`src/rtl/txq_pkg.sv`:
```
package txq_pkg;
    localparam int BYTE_W         = 8;
    localparam int CTL_FLUSH_BIT  = 7;
    localparam int CTL_EN_BIT     = 6;
    localparam int STAT_EMPTY_BIT = 4;

    // Interrupt cause vector: bit 1 = became empty, bit 0 = NAK
    typedef struct packed {
        logic empty;
        logic nak;
    } txq_evt_t;

    typedef struct packed {
        logic flush;
        logic enable;
        logic wr;
    } txq_cmd_t;

    function automatic txq_cmd_t decode_ctl(input logic wr, input logic [7:6] d);
        txq_cmd_t c;
        c.wr     = wr;
        c.flush  = wr & d[CTL_FLUSH_BIT];
        c.enable = d[CTL_EN_BIT];
        return c;
    endfunction
endpackage

```
`src/rtl/txq_store.sv`:
```
module txq_store #(
    parameter int DEPTH = 64,
    parameter int W     = 8,
    localparam int AW   = $clog2(DEPTH),
    localparam int CW   = AW + 1
) (
    input  logic          clk,
    input  logic          rst,
    input  logic          push,
    input  logic          pop,
    input  logic          flush,
    input  logic [W-1:0]  wdata,
    output logic [W-1:0]  head,
    output logic          empty,
    output logic          full,
    output logic          drained,
    output logic [CW-1:0] occ
);
    logic [W-1:0]  mem [DEPTH];
    logic [AW-1:0] rd_ptr, wr_ptr;
    logic [CW-1:0] cnt;

    function automatic logic [AW-1:0] bump(input logic [AW-1:0] p);
        return (p == AW'(DEPTH - 1)) ? '0 : p + AW'(1);
    endfunction

    assign empty   = (cnt == '0);
    assign full    = (cnt == CW'(DEPTH));
    assign head    = mem[rd_ptr];
    assign occ     = cnt;
    assign drained = pop && !push && !flush && (cnt == CW'(1));

    always_ff @(posedge clk) begin
        if (push) mem[wr_ptr] <= wdata;
    end

    always_ff @(posedge clk) begin
        if (rst || flush) begin
            rd_ptr <= '0;
            wr_ptr <= '0;
            cnt    <= '0;
        end else begin
            if (push) wr_ptr <= bump(wr_ptr);
            if (pop)  rd_ptr <= bump(rd_ptr);
            case ({push, pop})
                2'b10:   cnt <= cnt + CW'(1);
                2'b01:   cnt <= cnt - CW'(1);
                default: cnt <= cnt;
            endcase
        end
    end
endmodule

```
`src/rtl/txq_drain.sv`:
```
module txq_drain
    import txq_pkg::*;
(
    input  logic     clk,
    input  logic     rst,
    input  txq_cmd_t cmd,
    input  logic     dat_wr,
    input  logic     full,
    input  logic     empty,
    input  logic     eng_ready,
    input  logic     nak_evt,
    output logic     push,
    output logic     pop,
    output logic     valid,
    output logic     halted
);
    logic en_q, halt_q;

    assign valid  = en_q && !halt_q && !empty;
    assign pop    = valid && eng_ready;
    assign push   = dat_wr && en_q && !cmd.flush && !full;
    assign halted = halt_q;

    always_ff @(posedge clk) begin
        if (rst) begin
            en_q   <= 1'b0;
            halt_q <= 1'b0;
        end else begin
            if (cmd.wr) en_q <= cmd.enable;
            if (cmd.flush)  halt_q <= 1'b0;
            else if (nak_evt) halt_q <= 1'b1;
        end
    end
endmodule

```
`src/rtl/txq_irq.sv`:
```
module txq_irq
    import txq_pkg::*;
(
    input  logic       clk,
    input  logic       rst,
    input  txq_evt_t   set_evt,
    input  logic       clr_wr,
    input  logic [1:0] clr_bits,
    input  logic       mask_wr,
    input  logic [1:0] mask_bits,
    output txq_evt_t   status,
    output logic       irq
);
    txq_evt_t st_q;
    logic [1:0] mask_q;
    logic [1:0] clr;

    assign clr    = clr_wr ? clr_bits : 2'b00;
    assign status = st_q;
    assign irq    = |(st_q & mask_q);

    always_ff @(posedge clk) begin
        if (rst) begin
            st_q   <= '0;
            mask_q <= '0;
        end else begin
            st_q <= (st_q & ~clr) | set_evt;
            if (mask_wr) mask_q <= mask_bits;
        end
    end
endmodule

```
`src/rtl/txq_nak_fifo.sv`:
```
module txq_nak_fifo
    import txq_pkg::*;
#(
    parameter int DEPTH = 64,
    parameter int W     = BYTE_W,
    localparam int CW   = $clog2(DEPTH) + 1
) (
    input  logic         clk,
    input  logic         rst,
    input  logic         ctl_wr,
    input  logic [7:6]   ctl_wdata,
    input  logic         dat_wr,
    input  logic [W-1:0] dat_wdata,
    input  logic         ier_wr,
    input  logic [1:0]   ier_wdata,
    input  logic         isr_wr,
    input  logic [1:0]   isr_wdata,
    output logic [7:0]   isr_rdata,
    output logic [7:0]   fifo_stat,
    output logic         ack_flag,
    output logic         irq,
    output logic         eng_valid,
    output logic [W-1:0] eng_data,
    input  logic         eng_ready,
    input  logic         eng_res,
    input  logic         eng_nak
);
    txq_cmd_t      cmd;
    txq_evt_t      evt, status;
    logic          push, pop, empty, full, drained, halted;
    logic [CW-1:0] occ;

    assign cmd       = decode_ctl(ctl_wr, ctl_wdata);
    assign evt.empty = drained;
    assign evt.nak   = eng_res && eng_nak;

    txq_store #(.DEPTH(DEPTH), .W(W)) u_store (
        .clk(clk), .rst(rst), .push(push), .pop(pop), .flush(cmd.flush),
        .wdata(dat_wdata), .head(eng_data), .empty(empty), .full(full),
        .drained(drained), .occ(occ)
    );

    txq_drain u_drain (
        .clk(clk), .rst(rst), .cmd(cmd), .dat_wr(dat_wr), .full(full),
        .empty(empty), .eng_ready(eng_ready), .nak_evt(evt.nak),
        .push(push), .pop(pop), .valid(eng_valid), .halted(halted)
    );

    txq_irq u_irq (
        .clk(clk), .rst(rst), .set_evt(evt), .clr_wr(isr_wr),
        .clr_bits(isr_wdata), .mask_wr(ier_wr), .mask_bits(ier_wdata),
        .status(status), .irq(irq)
    );

    assign isr_rdata = {6'b0, status};
    assign ack_flag  = halted;

    always_comb begin
        fifo_stat = '0;
        fifo_stat[STAT_EMPTY_BIT] = empty;
    end
endmodule

```
`config.mk`:
```
export PLATFORM = sky130hd
export DESIGN_NAME = txq_nak_fifo
export DESIGN_NICKNAME = d
export VERILOG_FILES = /design/src/rtl/txq_pkg.sv /design/src/rtl/txq_store.sv /design/src/rtl/txq_drain.sv /design/src/rtl/txq_irq.sv /design/src/rtl/txq_nak_fifo.sv
export SDC_FILE = /design/constraint.sdc
export NUM_CORES = 1
export LEC_CHECK = 0
export CAP_MARGIN = 20
export CORE_MARGIN = 2
export CORE_UTILIZATION = 30
export CTS_CLUSTER_DIAMETER = 150
export DETAILED_ROUTE_END_ITERATION = 8
export DONT_BUFFER_PORTS = 1
export MAX_ROUTING_LAYER = met4
export PLACE_DENSITY_LB_ADDON = 0.08
export RECOVER_POWER = 50
export SLEW_MARGIN = 20
export SYNTH_ARGS = -nofsm -noshare
export SYNTH_HDL_FRONTEND = slang
export SYNTH_HIERARCHICAL = 1
export SYNTH_SLANG_ARGS = --single-unit
```
`constraint.sdc`:
```
create_clock -name clk -period 5 [get_ports clk]
set_input_delay 1 -clock clk [delete_from_list [all_inputs] [get_ports clk]]
set_output_delay 1 -clock clk [all_outputs]
set_load 0.005 [all_outputs]
```
After elaboration in Yosys (flattened, before gate mapping) --
Memories as Yosys holds them, arrays and structs flattened. A register that Yosys moved wholly into a read port is not among the register bits. Index checks and enable logic that the tools add are counted.
Storage, ports and cells: flip-flop bits (word level) 25, latch bits 0, bits in writable memories 512, memory bits (read-only) 0, bits of input ports 23, output and inout bits 27, word-level logic and storage cells 52, memories 1
Cells by class: add/subtract/negate cells 4, multipliers 0, div/mod/pow operators 0, order comparisons 0, eq/ne operators 6, shift-type cells 0, multiplexer cells 8, bitwise operators 5, reductions and logical operators 20
Memories:
- u_store.mem | depth 64, width 8, rd ports 1, clocked after memory_dff 1, write ports 1, RTL line txq_store.sv:19 | logic [W-1:0] mem [DEPTH];
Operators by type and width (number):
- two-way mux 6 bit | 4
- one-hot mux 7 bit (2 select lines) | 1
- adder 6 x 1 -> 6 bit (second input constant) | 2
- == test 6 bit (second input constant) | 2
- logical AND 1 bit | 10
- adder 7 x 1 -> 7 bit (second input constant) | 1
- == test 7 x 1 -> 1 bit (second input constant) | 1
- == test 7 bit (second input constant) | 1
- zero test 7 bit | 1
- subtractor 7 x 1 -> 7 bit (second input constant) | 1
- zero test 1 bit | 5
- AND 2 bit | 2
- OR reduction 2 bit | 2
- == test 2 x 1 -> 1 bit (second input constant) | 1
- == test 2 bit (second input constant) | 1
- two-way mux 1 bit | 2
- two-way mux 2 bit | 1
- inverter 2 bit | 1
- OR 2 bit | 1
- nonzero test 2 bit | 1
- AND 1 bit | 1
- logical OR 1 bit | 1

Depth between registers and ports, before layout --
Gate-level depths: netlist of run 1.
depth in word-level cells 9, depth in mapped cells 13, depth with buffers taken out 12

Modules after synthesis --
Netlist of run 1, hierarchy kept.
Modules (own cells, without submodules):
- txq_store | instances 1, cells each 1062, area an instance 21105.2 um^2, seq. area each 15875.2 um^2
- txq_irq | instances 1, cells each 15, area an instance 148.9 um^2, seq. area each 80.1 um^2
- txq_nak_fifo | instances 1, cells each 17, area an instance 121.4 um^2, seq. area each 0.0 um^2
- txq_drain | instances 1, cells each 10, area an instance 90.1 um^2, seq. area each 40.0 um^2

Least setup slack after synthesis of run 1 --
No wires, ideal clock.
path type input-to-reg, start input ctl_wr, end memory u_store.mem[40][0] (enable), library setup time 395 ps, arrival 2829 ps, data required time 4605 ps, setup slack 1777 ps, stages 5, buffers on the path 1, path through and2_1 -> nor3_1 -> buf_1 -> nand4b_1 -> nor4_1
On the way: word-level cells in the longest chain between the ends 6
Ends and longest elaborated chain:
- start: declaration | RTL line txq_nak_fifo.sv:10 | input logic ctl_wr,
- AND 1 bit | RTL line txq_pkg.sv:22 | c.flush = wr & d[CTL_FLUSH_BIT];
- zero test 1 bit | RTL line txq_drain.sv:21 | assign push = dat_wr && en_q && !cmd.flush && !full;
- logical AND 1 bit (2 in series) | RTL line txq_drain.sv:21
- via push | RTL line txq_nak_fifo.sv:30 | logic push, pop, empty, full, drained, halted;
- two-way mux 1 bit | RTL line txq_store.sv:34 | if (push) mem[wr_ptr] <= wdata;
- two-way mux 1 bit (not written as such) | RTL line txq_store.sv:34
- end: declaration | RTL line txq_store.sv:19
The timed path passes the listed nets, and every way through them passes these cells.

==> impl_metrics.env, run 1 <==
export IMPL_rsz0062_at_grt="false"
export IMPL_slew_violations=0
export IMPL_synth_main_ff_cell="edfxtp_1"
export IMPL_worstSetupPathType="flop to output port"
export IMPL_h_tree_depth=2
export IMPL_cts_buffers=59
export IMPL_synth_edf_count=512
export IMPL_place_congestion=0.737
export IMPL_grt_pass1_vias=10700
export IMPL_dpl_hpwl_um=33800
export IMPL_rows=98
export IMPL_die_w_um=271
export IMPL_worst_pin_slew_ns=1.02
export IMPL_die_area_um2=73700
export IMPL_met1_length_um=26700
export IMPL_min_period_over_period_pct=85.0
export IMPL_start_util_pct=30.2
export IMPL_yosysWarnings=6
export IMPL_tns_ns=0
export IMPL_portBuffers=0
export IMPL_drive_above_1_share_pct=23.2
export IMPL_drv_cap=0
export IMPL_design_core_area_um2=71100
export IMPL_arrival_ns=3.25
export IMPL_num_antenna_cells=0
export IMPL_cts_hold_buf=0
export IMPL_cts_tree="done"
export IMPL_cts_setup_buffers=0
export IMPL_antenna_found_initial=0
export IMPL_wl_um=56400
export IMPL_drc_errors=0
export IMPL_powerDensity_nw_per_um2=374
export IMPL_die_h_um=271
export IMPL_synth_seq_area_share_pct=74.5
export IMPL_avgSynthCellArea_um2=19.4
export IMPL_clkTransAtPathRegs_ns=0.06
export IMPL_ir_drop_v=0.000242
export IMPL_ios=50
export IMPL_worst_clock_skew_ns=0.0203
export IMPL_nets=1189
export IMPL_worstHoldPathType="input port to flop"
export IMPL_crit_slowest_cell="dfxtp_4"
export IMPL_place_area_um2=22800
export IMPL_fin_area_um2=24600
export IMPL_cp_required_ns=4.00
export IMPL_r2r_slack_ns=1.08
export IMPL_cp_end_kind="output port"
export IMPL_syn2layout_area_growth_pct=14.5
export IMPL_status="completed"
export IMPL_wl_met3_um=2520
export IMPL_drtPass1Iterations=5
export IMPL_via_per_inst=4.84
export IMPL_min_period_ns=4.25
export IMPL_ys_ff_latch=543
export IMPL_ys_types=51
export IMPL_p_leak_nw=7.28
export IMPL_layout_commonest_cell="edfxtp_1"
export IMPL_cts_buffer_depth=3
export IMPL_drtIter0Drc=872
export IMPL_max_stage_delay_ns=0.63
export IMPL_track_usage_pct=15.9
export IMPL_setup_viol=0
export IMPL_yosys_area_top_type_share_pct=71.6
export IMPL_avgRoutedWirePerCell_um=26.1
export IMPL_syn_area_um2=21500
export IMPL_vias=10500
export IMPL_grt_pass1_wl_um=81400
export IMPL_final_hold_violation_count=0
export IMPL_synth_cells=1104
export IMPL_yosys_area_top_type="edfxtp_1"
export IMPL_synthTopCellsByArea="edfxtp_1 72%, mux4_2 13%, dfxtp_1 2.9%"
export IMPL_fmax_mhz=235
export IMPL_grt_start_max_net_pins=65
export IMPL_mostFrequentLayoutCells="512 x edfxtp_1, 122 x mux4_2, 105 x nor2_1"
export IMPL_ctsResizeCount=0
export IMPL_critPathLaunchType="flop"
export IMPL_dr_wl_met2_um=25900
export IMPL_cp_max_fo=43
export IMPL_path_cells="buf_12, mux4_2, mux2i_1, a211oi_1, a22o_1"
export IMPL_p_total_mw=9.19
export IMPL_fill_cells=6720
export IMPL_ant_nets=0
export IMPL_grt_overflow=0
export IMPL_dr_max_layer_used="met4"
export IMPL_clk_latency_ns=0.62
export IMPL_async_reset_ff_share_pct=0
export IMPL_numClockSinks=543
export IMPL_cts_root_buf="clkbuf_16"
export IMPL_max_slew_margin_rel_pct=31.6
==> critical path: cells and delay by family, from the launching register on <==
kind | cells | cell delay, ns
muxes | 2 | 1.02
AOI/OAI and AO/OA | 2 | 0.55
DFF | 1 | 0.63
buffers and inverters | 1 | 0.40
==> layout make-up <==
type	count	area [µm²]	share of cell area (%)
inverters	5	18.8	0.0763
multi-input cells	492	5070	20.6
well taps	950	1190	4.83
repair buffers	58	470	1.91
flip-flops and latches	543	16000	65.1
clock buffers	75	1540	6.25
clock inverters	36	292	1.19
==> sequential cells by signal (all words and copies together) (netlist names), named ones only <==
| name | cells |
|---|---|
| u_store/mem | 512 |
| u_drain/halted | 1 |
| u_drain/en_q | 1 |
| u_store/rd_ptr | 6 |
| u_store/occ | 7 |
| u_store/wr_ptr | 6 |
| u_irq/mask_q | 2 |
| u_irq/status | 2 |
==> cells in the mapped netlist (2+ instances only) <==
cell type / n
a22o_1: 3
nor2b_1: 11
nand4b_1: 4
a211oi_1: 15
buf_2: 15
dfxtp_1: 31
nand2_1: 32
xor2_1: 10
nand2b_1: 9
o22a_1: 6
mux2_2: 10
mux2i_1: 35
a21oi_1: 15
nor4_1: 4
inv_1: 5
xnor2_1: 5
clkbuf_1: 23
a2111oi_0: 6
or2_2: 2
edfxtp_1: 512
o221ai_1: 6
and2_1: 5
nor3_1: 8
ha_1: 7
a22oi_1: 3
o21ai_0: 5
buf_6: 5
o22ai_1: 8
buf_1: 4
a221o_1: 6
a311oi_1: 2
o41ai_1: 6
or3_1: 3
buf_4: 27
nand4_1: 4
nor3b_1: 2
mux4_2: 122
nor2_1: 105
nand3_1: 10
o21ai_1: 2
==> final timing paths <==
check | depth (start not counted) | end | startpoint
setup / recovery | 5 | eng_data[2] | flop
hold / removal | 1 | u_drain/en_q | rst
setup reg to reg | 7 | u_store/mem[19][3] | u_store/occ[0]
hold reg to reg | 2 | u_irq/mask_q[1] | u_irq/mask_q[1]
==> logic make-up after synthesis <==
| family | count (synthesis) | synth area share, % |
|---|---|---|
| flip-flops | 543 | 74.5 |
| AND/OR/NAND/NOR | 205 | 4.41 |
| multiplexers | 167 | 15.0 |
| AO/OA/AOI/OAI | 85 | 2.91 |
| buffers and inverters | 81 | 2.17 |
| XOR/XNOR | 15 | 0.612 |
| adder cells (fa/ha/maj) | 7 | 0.408 |
| other | 1 | 0.0175 |
==> report_power, final <==
group	switching [mW]	internal (mW)	total, mW	leakage (nW)
registers	0.00469	4.97	4.98	4.85
logic	0.0270	0.0168	0.0438	1.54
clock network	1.80	2.38	4.17	0.891
total	1.83	7.36	9.19	7.28
==> metal layers <==
layer | vias up | track usage [%]
met1 | 5617 | 22.3
met3 | 81 | 3.10
met2 | 188 | 23.8
met4 | 0 | 3.99
li1 | 4569 | -
met5 | - | -
==> stage by stage <==
stage,util (%),hold slack [ns],setup slack (ns),instances
finish,34.6,0.448,0.749,2159
global route,34.6,0.427,0.445,2159
CTS,34.6,0.406,0.681,2159
detailed placement,32.0,0.501,1.20,2048
global placement,32.0,0.500,1.28,2048
floorplan,-,0.461,1.78,1116
No activity file was read; power rests on OpenSTA's default activity.
==> run 2, diff against run 1 <==
- ABC_CLOCK_PERIOD_IN_PS: default -> 5000
- MAX_ROUTING_LAYER: met4 -> default
==> run 2 against run 1 <==
  * Die area is the same
  * Worst setup slack lost 0.0033 ns
  * Highest routed layer unchanged
  * Via count grew 0.19%
==> impl_metrics.env, run 2 (synthesis results as in run 1) <==
export IMPL_status="completed"
export IMPL_largest_reg_flops=512
export IMPL_portBuffers=0
export IMPL_numClockSinks=543
export IMPL_antenna_found_initial=0
export IMPL_avgRoutedWirePerCell_um=26.2
export IMPL_via_per_inst=4.85
export IMPL_cp_required_ns=4.00
export IMPL_holdWs_ns=0.448
export IMPL_min_period_over_period_pct=85.1
export IMPL_drtIter0Drc=863
export IMPL_arrival_ns=3.25
export IMPL_p_leak_nw=7.28
export IMPL_powerDensity_nw_per_um2=374
export IMPL_track_usage_pct=15.4
export IMPL_tns_ns=0
export IMPL_drc_errors=0
export IMPL_critPathLaunchType="flop"
export IMPL_r2r_slack_ns=1.11
export IMPL_start_util_pct=30.2
export IMPL_ant_nets=0
export IMPL_layout_commonest_cell="edfxtp_1"
export IMPL_num_antenna_cells=0
export IMPL_drive_above_1_share_pct=23.2
export IMPL_reg2reg_from="u_store/occ[0]"
export IMPL_die_w_um=271
export IMPL_final_hold_violation_count=0
export IMPL_fin_area_um2=24600
export IMPL_setup_slack_ns=0.746
export IMPL_place_area_um2=22800
export IMPL_r2r_end="u_store/mem[19][3]"
export IMPL_drtPass1Iterations=5
export IMPL_die_area_um2=73700
export IMPL_ctsResizeCount=0
export IMPL_fmax_mhz=235
export IMPL_clk_latency_ns=0.63
export IMPL_die_h_um=271
export IMPL_post_route_util_pct=34.6
export IMPL_cts_hold_buf=0
export IMPL_cts_root_buf="clkbuf_16"
export IMPL_cts_tree="done"
export IMPL_worstHoldPathType="input port to flop"
export IMPL_cp_end_kind="output port"
export IMPL_dpl_hpwl_um=33800
export IMPL_min_period_ns=4.25
export IMPL_worstSetupPathType="flop to output port"
export IMPL_place_ws_ns=1.20
export IMPL_clkTransAtPathRegs_ns=0.06
export IMPL_worst_clock_skew_ns=0.0203
export IMPL_wl_um=56600
export IMPL_syn2layout_area_growth_pct=14.5
export IMPL_slew_violations=0
export IMPL_critPathCapture="eng_data[4]"
export IMPL_cts_buffer_depth=3
export IMPL_drv_cap=0
export IMPL_mostFrequentLayoutCells="512 x edfxtp_1, 122 x mux4_2, 105 x nor2_1"
export IMPL_vias=10500
export IMPL_grt_pass1_wl_um=81400
export IMPL_cts_buffers=59
export IMPL_max_slew_margin_rel_pct=29.3
export IMPL_rows=98
export IMPL_top_register="u_store/mem"
export IMPL_cp_max_fo=43
export IMPL_setup_viol=0
export IMPL_worst_pin_slew_ns=1.06
export IMPL_grt_overflow=0
export IMPL_nets=1189
export IMPL_ir_drop_v=0.000243
export IMPL_place_congestion=0.728
export IMPL_grt_pass1_vias=10800
export IMPL_cts_setup_buffers=0
export IMPL_grt_start_max_net_pins=65
export IMPL_ios=50
export IMPL_h_tree_depth=2
export IMPL_r2r_cells=7
export IMPL_rsz0062_at_grt="false"
export IMPL_design_core_area_um2=71100
[run 2: cell counts in the layout (fill, tap and decap cells not counted)]
No cell type changed its count.
[run 2: final cells by class]
cell class              instances  area (µm²)
flip-flops and latches        543       16000
inverters                       5        18.8
fillers                      6720       46500
clock inverters                36         292
repair buffers                 58         470
multi-input cells             492        5070
clock buffers                  75        1540
well taps                     950        1190
[run 2: worst max-delay path: stages, from the launching register on]
cell and delay [ns]:
dfxtp_4 0.63, buf_12 0.40, mux4_2 0.61, mux2i_1 0.44, a211oi_1 0.22, a22o_1 0.32
[run 2: stage by stage]
stage | cells | total power [mW]
CTS | 2159 | 9.33
global placement | 2048 | 5.12
detailed placement | 2048 | 5.12
finish | 2159 | 9.19
floorplan | 1116 | 5.11
global route | 2159 | 9.49
[run 2: worst min path at each step]
stage          cells past startpoint              start           endpoint
6_report                           1                rst       u_drain/en_q
5_1_grt                            1                rst       u_drain/en_q
4_1_cts                            1                rst       u_drain/en_q
3_5_place_dp                       2    u_irq/mask_q[0]    u_irq/mask_q[0]
3_3_place_gp                       2  u_store/rd_ptr[5]  u_store/rd_ptr[5]
2_1_floorplan                      2    u_irq/mask_q[0]    u_irq/mask_q[0]
[run 2: power by group]
part	internal (mW)	leakage, nW	switching, mW	total [mW]
clock	2.38	0.891	1.80	4.17
sequential	4.97	4.85	0.00469	4.98
combinational	0.0168	1.54	0.0271	0.0439
[run 2: metal layers]
layer | track usage, % | part of all wire [%] | wire (µm)
met1 | 22.4 | 48 | 27000
met4 | 3.99 | 2.2 | 1250
met5 | 0 | 0 | 0
met2 | 23.7 | 46 | 25800
met3 | 3.13 | 4.6 | 2580
==> run 3, diff against run 2 <==
--- a/config.mk
+++ b/config.mk
@@ -7,3 +7,3 @@
 export LEC_CHECK = 0
-export ABC_CLOCK_PERIOD_IN_PS = 5000
+export ABC_CLOCK_PERIOD_IN_PS = 4700
 export CAP_MARGIN = 20
==> constraint.sdc (replaced) <==
create_clock -name clk -period 4.7 [get_ports clk]
set_input_delay 0.94 -clock clk [delete_from_list [all_inputs] [get_ports clk]]
set_output_delay 0.94 -clock clk [all_outputs]
set_load 0.02 [all_outputs]
==> run 3 against run 2 <==
  * Global-route usage down 0.15 points
  * Critical path depth up 1
  * Clock skew up 0.020 ns
  * Routed wire length down 0.86%
  * Largest cell class unchanged
==> impl_metrics.env, run 3 (synthesis results as in run 1) <==
export IMPL_status="completed"
export IMPL_cp_end_kind="output port"
export IMPL_clk_latency_ns=0.63
export IMPL_antenna_found_initial=1
export IMPL_cts_root_buf="clkbuf_16"
export IMPL_portBuffers=0
export IMPL_rsz0062_at_grt="false"
export IMPL_setup_viol=0
export IMPL_syn2layout_area_growth_pct=16.1
export IMPL_tns_ns=0
export IMPL_drive_above_1_share_pct=25.1
export IMPL_worst_clock_skew_ns=0.0398
export IMPL_cts_buffers=61
export IMPL_track_usage_pct=15.3
export IMPL_h_tree_depth=2
export IMPL_ant_nets=0
export IMPL_cts_tree="done"
export IMPL_mostFrequentLayoutCells="512 x edfxtp_1, 122 x mux4_2, 104 x nor2_1"
export IMPL_largest_reg_flops=512
export IMPL_num_antenna_cells=0
export IMPL_p_leak_nw=7.49
export IMPL_worstHoldPathType="input port to flop"
export IMPL_place_area_um2=22900
export IMPL_die_w_um=271
export IMPL_path_cells="buf_4, mux4_2, nor2b_1, a2111oi_1, o41ai_1, buf_2"
export IMPL_avgRoutedWirePerCell_um=25.7
export IMPL_numClockSinks=543
export IMPL_holdWs_ns=0.404
export IMPL_fin_area_um2=24900
export IMPL_cts_buffer_depth=3
export IMPL_worst_pin_slew_ns=1.15
export IMPL_final_hold_violation_count=0
export IMPL_design_core_area_um2=71100
export IMPL_grt_pass1_wl_um=81000
export IMPL_grt_pass1_vias=11000
export IMPL_clkTransAtPathRegs_ns=0.06
export IMPL_drv_cap=0
export IMPL_cp_max_fo=22
export IMPL_min_period_over_period_pct=94.5
export IMPL_worstSetupPathType="flop to output port"
export IMPL_critPathLaunchType="flop"
export IMPL_vias=10600
export IMPL_grt_start_max_net_pins=65
export IMPL_grt_overflow=0
export IMPL_die_h_um=271
export IMPL_slew_violations=0
export IMPL_die_area_um2=73700
export IMPL_cp_required_ns=3.76
export IMPL_drtIter0Drc=782
export IMPL_powerDensity_nw_per_um2=407
export IMPL_setup_slack_ns=0.260
export IMPL_rows=98
export IMPL_dpl_hpwl_um=34300
export IMPL_top_register="u_store/mem"
export IMPL_wl_um=56100
export IMPL_min_period_ns=4.44
export IMPL_place_congestion=0.744
export IMPL_layout_commonest_cell="edfxtp_1"
export IMPL_max_slew_margin_rel_pct=23.1
export IMPL_fmax_mhz=225
export IMPL_place_ws_ns=0.699
export IMPL_nets=1212
export IMPL_drc_errors=0
export IMPL_max_stage_delay_ns=0.57
export IMPL_drtPass1Iterations=5
export IMPL_via_per_inst=4.85
export IMPL_ios=50
export IMPL_ir_drop_v=0.000263
export IMPL_crit_slowest_cell="a2111oi_1"
export IMPL_start_util_pct=30.2
export IMPL_arrival_ns=3.50
-- run 3: cell types whose count changed in the layout (fill, tap and decap cells not counted), moves of 4 or more --
cell       change
clkinv_2       +5
buf_4         +20
bufinv_16      +4
clkbuf_1       -7
-- run 3: repair_timing --
action / 4_1_cts / 5_1_grt
resized for setup: 0 / 1
buffers inserted: 0 / 0
endpoints found under the setup margin: 0 / 1
hold buffers: 0 / 0
-- run 3: worst max-delay path: cells and delay by family (launching register included) --
kind | cells | cell delay [ns]
compound gates | 2 | 0.85
buf+inv | 2 | 0.72
mux | 1 | 0.56
flops | 1 | 0.51
simple gates | 1 | 0.18
-- run 3: cell type report --
type / instances / area [µm²]
multi-input combinational: 492 / 5060
timing repair buffer: 79 / 643
clock buffer: 73 / 1590
clock inverter: 39 / 400
sequential: 543 / 16000
inverter: 5 / 18.8
fill: 6657 / 46200
tap: 950 / 1190
-- run 3: path summary, 6_finish.rpt --
kind                     start            endpoint  slack (ns)  cells after the start
min                        rst     u_irq/mask_q[1]        0.40                      1
min reg2reg  u_store/rd_ptr[5]   u_store/rd_ptr[5]        0.51                      2
max                       flop         eng_data[3]        0.26                      6
max reg2reg     u_store/occ[0]  u_store/mem[31][5]        0.68                      7
-- run 3: metal layers --
| metal | track usage (%) | vias up | part of all wire (%) |
|---|---|---|---|
| li1 | - | 4612 | - |
| met1 | 21.9 | 5670 | 46 |
| met4 | 3.89 | 2 | 2.1 |
| met3 | 3.00 | 86 | 4.5 |
| met5 | 0 | - | 0.027 |
| met2 | 23.9 | 203 | 47 |
-- run 3: where the power goes --
part           switching, mW  internal, mW  leakage [nW]  total [mW]
clock                   1.94          2.84         0.989        4.77
combinational         0.0391        0.0193          1.64      0.0584
sequential           0.00587          5.29          4.85        5.29
-- run 3: metrics by stage --
| stage | util, % | instances | power (mW) |
|---|---|---|---|
| finish | 35.0 | 2181 | 10.1 |
| global route | 35.0 | 2181 | 10.5 |
| CTS | 35.1 | 2181 | 10.3 |
| detailed placement | 32.2 | 2069 | 5.46 |
| global placement | 32.2 | 2069 | 5.46 |
| floorplan | - | 1116 | 5.45 |
